**config.mk**
```make
export PLATFORM = sky130hd
export DESIGN_NAME = line_rate_timer
export DESIGN_NICKNAME = d
export VERILOG_FILES = /design/src/rtl/lrt_pkg.sv /design/src/rtl/lrt_period_accum.sv /design/src/rtl/lrt_cycle_count.sv /design/src/rtl/lrt_frame_seq.sv /design/src/rtl/line_rate_timer.sv
export SDC_FILE = /design/constraint.sdc
export NUM_CORES = 1
export LEC_CHECK = 0
export ABC_CLOCK_PERIOD_IN_PS = 6200
export BUFFER_PORTS_ARGS = -buffer_cell sky130_fd_sc_hd__buf_2
export CAP_MARGIN = 0
export CORE_MARGIN = 5
export CORE_UTILIZATION = 25
export CTS_BUF_LIST = sky130_fd_sc_hd__clkbuf_4 sky130_fd_sc_hd__clkbuf_8 sky130_fd_sc_hd__clkbuf_16
export CTS_CLUSTER_DIAMETER = 60
export DETAILED_ROUTE_END_ITERATION = 16
export PLACE_DENSITY = 0.45
export SLEW_MARGIN = 20
export SYNTH_ARGS = -nofsm -noshare
export SYNTH_HDL_FRONTEND = slang
export SYNTH_HIERARCHICAL = 1
export SYNTH_SLANG_ARGS = --single-unit
```
**constraint.sdc**
```tcl
create_clock -name clk -period 6.2 [get_ports clk]
set_input_delay 0.62 -clock clk [delete_from_list [all_inputs] [get_ports clk]]
set_output_delay 0.62 -clock clk [all_outputs]
set_load 0.02 [all_outputs]
```
**src/rtl/lrt_pkg.sv**
```systemverilog
package lrt_pkg;

  localparam int FRAC_W = 12;

  typedef enum logic {
    STD_60 = 1'b0,
    STD_50 = 1'b1
  } std_e;

endpackage

```
**src/rtl/lrt_period_accum.sv**
```systemverilog
// Fixed-point accumulator: integer part of (remainder + increment) is the
// length of the current line; the fraction is kept for the next line.
module lrt_period_accum #(
  parameter int INC_W  = 24,
  parameter int FRAC_W = lrt_pkg::FRAC_W,
  localparam int PER_W = INC_W - FRAC_W + 1
) (
  input  logic             clk,
  input  logic             rst_n,
  input  logic             line_end_i,
  input  logic [INC_W-1:0] inc_i,
  output logic [PER_W-1:0] period_o
);

  logic [FRAC_W-1:0] frac_q;
  logic [FRAC_W-1:0] frac_d;
  logic [INC_W:0]    sum;

  always_comb begin
    sum      = {1'b0, inc_i} + {{(INC_W + 1 - FRAC_W){1'b0}}, frac_q};
    period_o = sum[INC_W:FRAC_W];
    frac_d   = frac_q;
    if (line_end_i) begin
      frac_d = sum[FRAC_W-1:0];
    end
  end

  always_ff @(posedge clk or negedge rst_n) begin
    if (!rst_n) begin
      frac_q <= '0;
    end else if (line_end_i) begin
      frac_q <= frac_d;
    end
  end

endmodule

```
**src/rtl/lrt_cycle_count.sv**
```systemverilog
// Counts the cycles of one line and flags its last cycle.
module lrt_cycle_count #(
  parameter int PER_W = 13
) (
  input  logic             clk,
  input  logic             rst_n,
  input  logic [PER_W-1:0] period_i,
  output logic             tick_o
);

  logic [PER_W-1:0] cnt_q;
  logic [PER_W-1:0] cnt_d;
  logic [PER_W:0]   cnt_inc;

  always_comb begin
    cnt_inc = {1'b0, cnt_q} + 1'b1;
    tick_o  = (cnt_inc >= {1'b0, period_i});
    cnt_d   = tick_o ? '0 : cnt_inc[PER_W-1:0];
  end

  always_ff @(posedge clk or negedge rst_n) begin
    if (!rst_n) begin
      cnt_q <= '0;
    end else begin
      cnt_q <= cnt_d;
    end
  end

endmodule

```
**src/rtl/lrt_frame_seq.sv**
```systemverilog
// Line / frame sequencing, vertical-blank pulse, field bit, standard latch.
module lrt_frame_seq
  import lrt_pkg::*;
#(
  parameter int LINES_60    = 263,
  parameter int LINES_50    = 313,
  parameter int VBLANK_LINE = 240,
  parameter int LINE_W      = 9,
  parameter int FRAME_W     = 16
) (
  input  logic               clk,
  input  logic               rst_n,
  input  logic               tick_i,
  input  logic               std_sel_i,
  input  logic               ilace_i,
  output logic [LINE_W-1:0]  line_o,
  output logic [FRAME_W-1:0] frame_o,
  output logic               field_o,
  output logic               vblank_o,
  output std_e               std_o
);

  localparam logic [LINE_W-1:0] LAST_60 = LINE_W'(LINES_60 - 1);
  localparam logic [LINE_W-1:0] LAST_50 = LINE_W'(LINES_50 - 1);
  localparam logic [LINE_W-1:0] VB_LINE = LINE_W'(VBLANK_LINE);

  logic [LINE_W-1:0]  line_q,  line_d;
  logic [FRAME_W-1:0] frame_q, frame_d;
  logic               field_q, field_d;
  logic               vb_q,    vb_d;
  std_e               std_q,   std_d;
  logic [LINE_W-1:0]  last_line;

  always_comb begin
    last_line = (std_q == STD_50) ? LAST_50 : LAST_60;
    line_d    = line_q;
    frame_d   = frame_q;
    field_d   = field_q;
    std_d     = std_q;
    vb_d      = 1'b0;
    if (tick_i) begin
      if (line_q == last_line) begin
        line_d  = '0;
        frame_d = frame_q + 1'b1;
        std_d   = std_e'(std_sel_i);
        field_d = ilace_i ? frame_d[0] : 1'b0;
      end else begin
        line_d  = line_q + 1'b1;
      end
      vb_d = (line_d == VB_LINE);
    end
  end

  always_ff @(posedge clk or negedge rst_n) begin
    if (!rst_n) begin
      line_q  <= '0;
      frame_q <= '0;
      field_q <= 1'b0;
      vb_q    <= 1'b0;
      std_q   <= STD_60;
    end else begin
      vb_q <= vb_d;
      if (tick_i) begin
        line_q  <= line_d;
        frame_q <= frame_d;
        field_q <= field_d;
        std_q   <= std_d;
      end
    end
  end

  assign line_o   = line_q;
  assign frame_o  = frame_q;
  assign field_o  = field_q;
  assign vblank_o = vb_q;
  assign std_o    = std_q;

endmodule

```
**src/rtl/line_rate_timer.sv**
```systemverilog
module line_rate_timer
  import lrt_pkg::*;
#(
  parameter int INC_60      = 8791293,
  parameter int INC_50      = 8864320,
  parameter int LINES_60    = 263,
  parameter int LINES_50    = 313,
  parameter int VBLANK_LINE = 240,
  parameter int FRAME_W     = 16,
  localparam int LINES_MAX  = (LINES_50 > LINES_60) ? LINES_50 : LINES_60,
  localparam int LINE_W     = $clog2(LINES_MAX),
  localparam int INC_MAX    = (INC_50 > INC_60) ? INC_50 : INC_60,
  localparam int INC_W      = $clog2(INC_MAX + 1),
  localparam int PER_W      = INC_W - FRAC_W + 1
) (
  input  logic               clk,
  input  logic               rst_n,
  input  logic               std_sel_i,
  input  logic               ilace_en_i,
  output logic               hsync_tick_o,
  output logic               vblank_irq_o,
  output logic [LINE_W-1:0]  line_o,
  output logic [FRAME_W-1:0] frame_o,
  output logic               field_o
);

  std_e             std_act;
  logic [INC_W-1:0] inc_sel;
  logic [PER_W-1:0] period;
  logic             tick;

  assign inc_sel = (std_act == STD_50) ? INC_W'(INC_50) : INC_W'(INC_60);

  lrt_period_accum #(
    .INC_W  (INC_W),
    .FRAC_W (FRAC_W)
  ) u_accum (
    .clk        (clk),
    .rst_n      (rst_n),
    .line_end_i (tick),
    .inc_i      (inc_sel),
    .period_o   (period)
  );

  lrt_cycle_count #(
    .PER_W (PER_W)
  ) u_cyc (
    .clk      (clk),
    .rst_n    (rst_n),
    .period_i (period),
    .tick_o   (tick)
  );

  lrt_frame_seq #(
    .LINES_60    (LINES_60),
    .LINES_50    (LINES_50),
    .VBLANK_LINE (VBLANK_LINE),
    .LINE_W      (LINE_W),
    .FRAME_W     (FRAME_W)
  ) u_seq (
    .clk       (clk),
    .rst_n     (rst_n),
    .tick_i    (tick),
    .std_sel_i (std_sel_i),
    .ilace_i   (ilace_en_i),
    .line_o    (line_o),
    .frame_o   (frame_o),
    .field_o   (field_o),
    .vblank_o  (vblank_irq_o),
    .std_o     (std_act)
  );

  assign hsync_tick_o = tick;

endmodule

```
==> flow_summary_export.csv <==
group,metric,value,unit
place,dp_hpwl,5850,um
clocking,htreeDepth,2,
worst_setup_path,r2r-start,"u_seq/std_o$_DFFE_PN0P_",
power,p_leak,2.09,nW
drt,final_antenna_net_count,0,
sta,max_freq,195,MHz
worst_setup_path,ff2ff_path_depth,18,
worst_setup_path,reg2reg_slack,1440,ps
grt,grtUsageTotal,9.45,%
grt,gr-total-overflow,0,
worst_setup_path,critical_path_class,"flip-flop to output port",
worst_setup_path,cp_slowest_cell,"dfrtp_1",
power,p_total,1.34,mW
clocking,cts.root.buffer_cell,"clkbuf_16",
worst_setup_path,cp.arrival,4500,ps
sta,drv_slew,0,
layout,nFillCells,1552,
die,die-area,17700,um2
drt,drc,0,
layout,final_nets,467,
sta,setup_slack,1080,ps
clocking,cts_resized,0,
status,status,"completed",
worst_setup_path,crit_required,5580,ps
sta,rsz0062_at_grt,"false",
die,die_y,133,um
synth,yosysSeqAreaShare,34.9,%
place,dpl_cell_area,4230,um2
synth,ys_types,66,
synth,synthCells,375,
drt,initialDrtViolationCount,70,
synth,synth-seq-cells,53,
synth,synth_compound_area_share,11.0,%
clocking,cts_tree,"built",
drt,vias,2776,
grt,grt_max_degree,54,
worst_setup_path,crit_chain,"inv_1 > ha_1 > fa_1 > a21oi_1 > o211ai_1 > a32oi_1 > nand2_1 > xor2_1 > ha_1 > nand4_1 > nand2_1 > nand4_1 > nand4b_4 > buf_4 > buf_2",
synth,synth-simple-area-share,23.4,%
synth,synth_fa_ha_area_share,9.76,%
sta,fin_crit_sh,82.6,%
worst_setup_path,startpoint_type,"flip-flop",
sta,setup_violations,0,
synth,avgSynthCellArea,10.1,um2
clocking,cts_made_buffers,5,
clocking,ctsHoldBuffers,0,
synth,synth.area.mux_share,4.68,%
die,die_x,133,um
sta,tightest_slew,830,ps
sta,finClkSkew,6.21,ps
synth,syn_area,3790,um2
layout,n_antenna_cell,0,
worst_setup_path,critical_path.endpoint_type,"output port",
synth,async_reset_ff_share,100,%
place,pre_cts_slack,1310,ps
drt,wire_per_inst,12.7,um
die,core,15000,um2
layout,design_area,4380,um2
clocking,clkLatencyLatePin,300,ps
clocking,clkSinkCount,53,
clocking,clk_transition_reported_paths,70,ps
die,rows,45,
place,place.gp.congestion,0.760,
hold_path,hold_path.class,"input port to asynchronous set/reset pin",
drt,viasPerCell,4.46,
worst_setup_path,cp_max_fo,35,
layout,finish.utilization,29.1,%
die,start_util,25.2,%
drt,wl,7890,um
grt,antenna_found_initial,0,
clocking,clk_path_buf_depth,2,
place,port_buffers,31,
sta,max_slew_margin,43.5,%
layout,drive_gt1_share,19.8,%
die,num_io_pins,32,
grt,grt_pass1_vias,2894,
job,cap_violations,0,
worst_setup_path,slowest_delay,600,ps
clocking,post-cts-setup-buffers,0,
synth,synth_top_family_by_area,"simple AND/OR/NAND/NOR gates",
layout,synthToLayoutAreaGrowth,15.4,%
synth,synth_warnings,6,
synth,synth_edf_count,0,
worst_setup_path,r2r-end,"u_accum/frac_q[7]$_DFFE_PN0P_",
sta,post-route-min-period,5120,ps
power,max-vdd-ir-drop,0.125,mV
sta,hold_viol,0,
synth,ys.flop_type,"dfrtp_1",
grt,grt_pass1_wl,14000,um
synth,synth-xor-area-share,11.5,%
drt,first_pass_iters,4,
power,p_per_area,305,nW/um2
sta,fin_tns_setup,0,ps
-- kinds of logic after synthesis --
kind of cell	Yosys count
simple gates	131
compound gates	61
flops	53
xor+xnor	50
buf+inv	34
fa+ha+maj	29
mux	15
other cells	2
-- routing by layer --
layer,up-vias,GRT usage (%),wire (um)
li1,1422,-,-
met2,37,15.6,3690
met1,1310,12.4,3870
met3,7,1.81,203
met4,0,3.09,119
met5,-,0,0
-- power breakdown --
part | internal, mW | leakage [nW] | switching (mW)
clock network | 0.156 | 0.0747 | 0.134
logic | 0.262 | 1.32 | 0.311
registers | 0.410 | 0.691 | 0.0643
-- cell usage after synthesis (4+ instances only) --
cell type | n | area, um2
nand4_1 | 7 | 43.8
nor2_1 | 12 | 45.0
o21ai_1 | 8 | 40.0
nand2_1 | 30 | 113
xor2_1 | 25 | 219
o21ai_0 | 5 | 25.0
nor2b_1 | 7 | 43.8
nand3_1 | 12 | 60.1
nor3_1 | 9 | 45.0
a21oi_1 | 18 | 90.1
a31oi_1 | 6 | 37.5
ha_1 | 28 | 350
nor2b_2 | 7 | 61.3
mux2_2 | 9 | 101
o22ai_1 | 4 | 25.0
xnor2_1 | 25 | 219
inv_1 | 23 | 86.3
and4_1 | 9 | 78.8
and3_1 | 7 | 43.8
dfrtp_1 | 53 | 1330
-- cells in the final DEF (no fill, tap or decap), drive strengths merged, types with 5 or more instances in the layout --
| cell type | instances |
|---|---|
| a21oi | 21 |
| a31oi | 6 |
| and3 | 7 |
| and4 | 10 |
| buf | 34 |
| clkbuf | 6 |
| conb | 31 |
| dfrtp | 53 |
| ha | 28 |
| inv | 24 |
| mux2 | 12 |
| nand2 | 33 |
| nand3 | 13 |
| nand4 | 9 |
| nor2 | 14 |
| nor2b | 14 |
| nor3 | 9 |
| nor4b | 5 |
| o21ai | 14 |
| xnor2 | 25 |
| xor2 | 25 |
-- sequential cells by signal, summed over array words and instances (netlist names) --
signal and count:
u_seq/frame_o 16, u_cyc/cnt_q 13, u_accum/frac_q 12, u_seq/line_o 9, u_seq/field_o 1, u_seq/std_o 1, u_seq/vblank_o 1
-- stage by stage --
step / std cells / hold WS, ps
after floorplan: 404 / 324
after global placement: 615 / 455
after detailed placement: 615 / 460
after CTS: 623 / 469
after global routing: 623 / 514
final: 623 / 443
-- critical path, delay by kind of cell (launching register included) --
| kind | cells | cell delay [ps] |
|---|---|---|
| adders and majority gates | 3 | 1030 |
| buffers and inverters | 3 | 840 |
| and+or+nand+nor | 5 | 880 |
| xor gates and xnor gates | 1 | 160 |
| DFF | 1 | 600 |
| AOI/OAI and AO/OA | 3 | 670 |
-- how the worst max path moves through the flow --
stage	slack [ps]	startpoint	to	depth (start not counted)
final	1080	u_seq/std_o$_DFFE_PN0P_	hsync_tick_o	15
after global routing	610	u_seq/std_o$_DFFE_PN0P_	hsync_tick_o	15
after CTS	970	u_seq/std_o$_DFFE_PN0P_	hsync_tick_o	15
after detailed placement	1310	u_seq/std_o$_DFFE_PN0P_	hsync_tick_o	15
after global placement	1480	u_seq/std_o$_DFFE_PN0P_	hsync_tick_o	15
after floorplan	2130	u_seq/std_o$_DFFE_PN0P_	u_seq/frame_o[9]$_DFFE_PN0P_	18
-- final cells by class --
class | instances | area, um2 | area share [%]
Clock buffer | 6 | 133 | 3.03
Tap cell | 188 | 235 | 5.37
Timing Repair Buffer | 34 | 178 | 4.06
Inverter | 23 | 86.3 | 1.97
Multi-Input combinational cell | 317 | 2410 | 55.0
Clock inverter | 2 | 13.8 | 0.314
Sequential cell | 53 | 1330 | 30.3
Power figures use the tool's default switching activity.
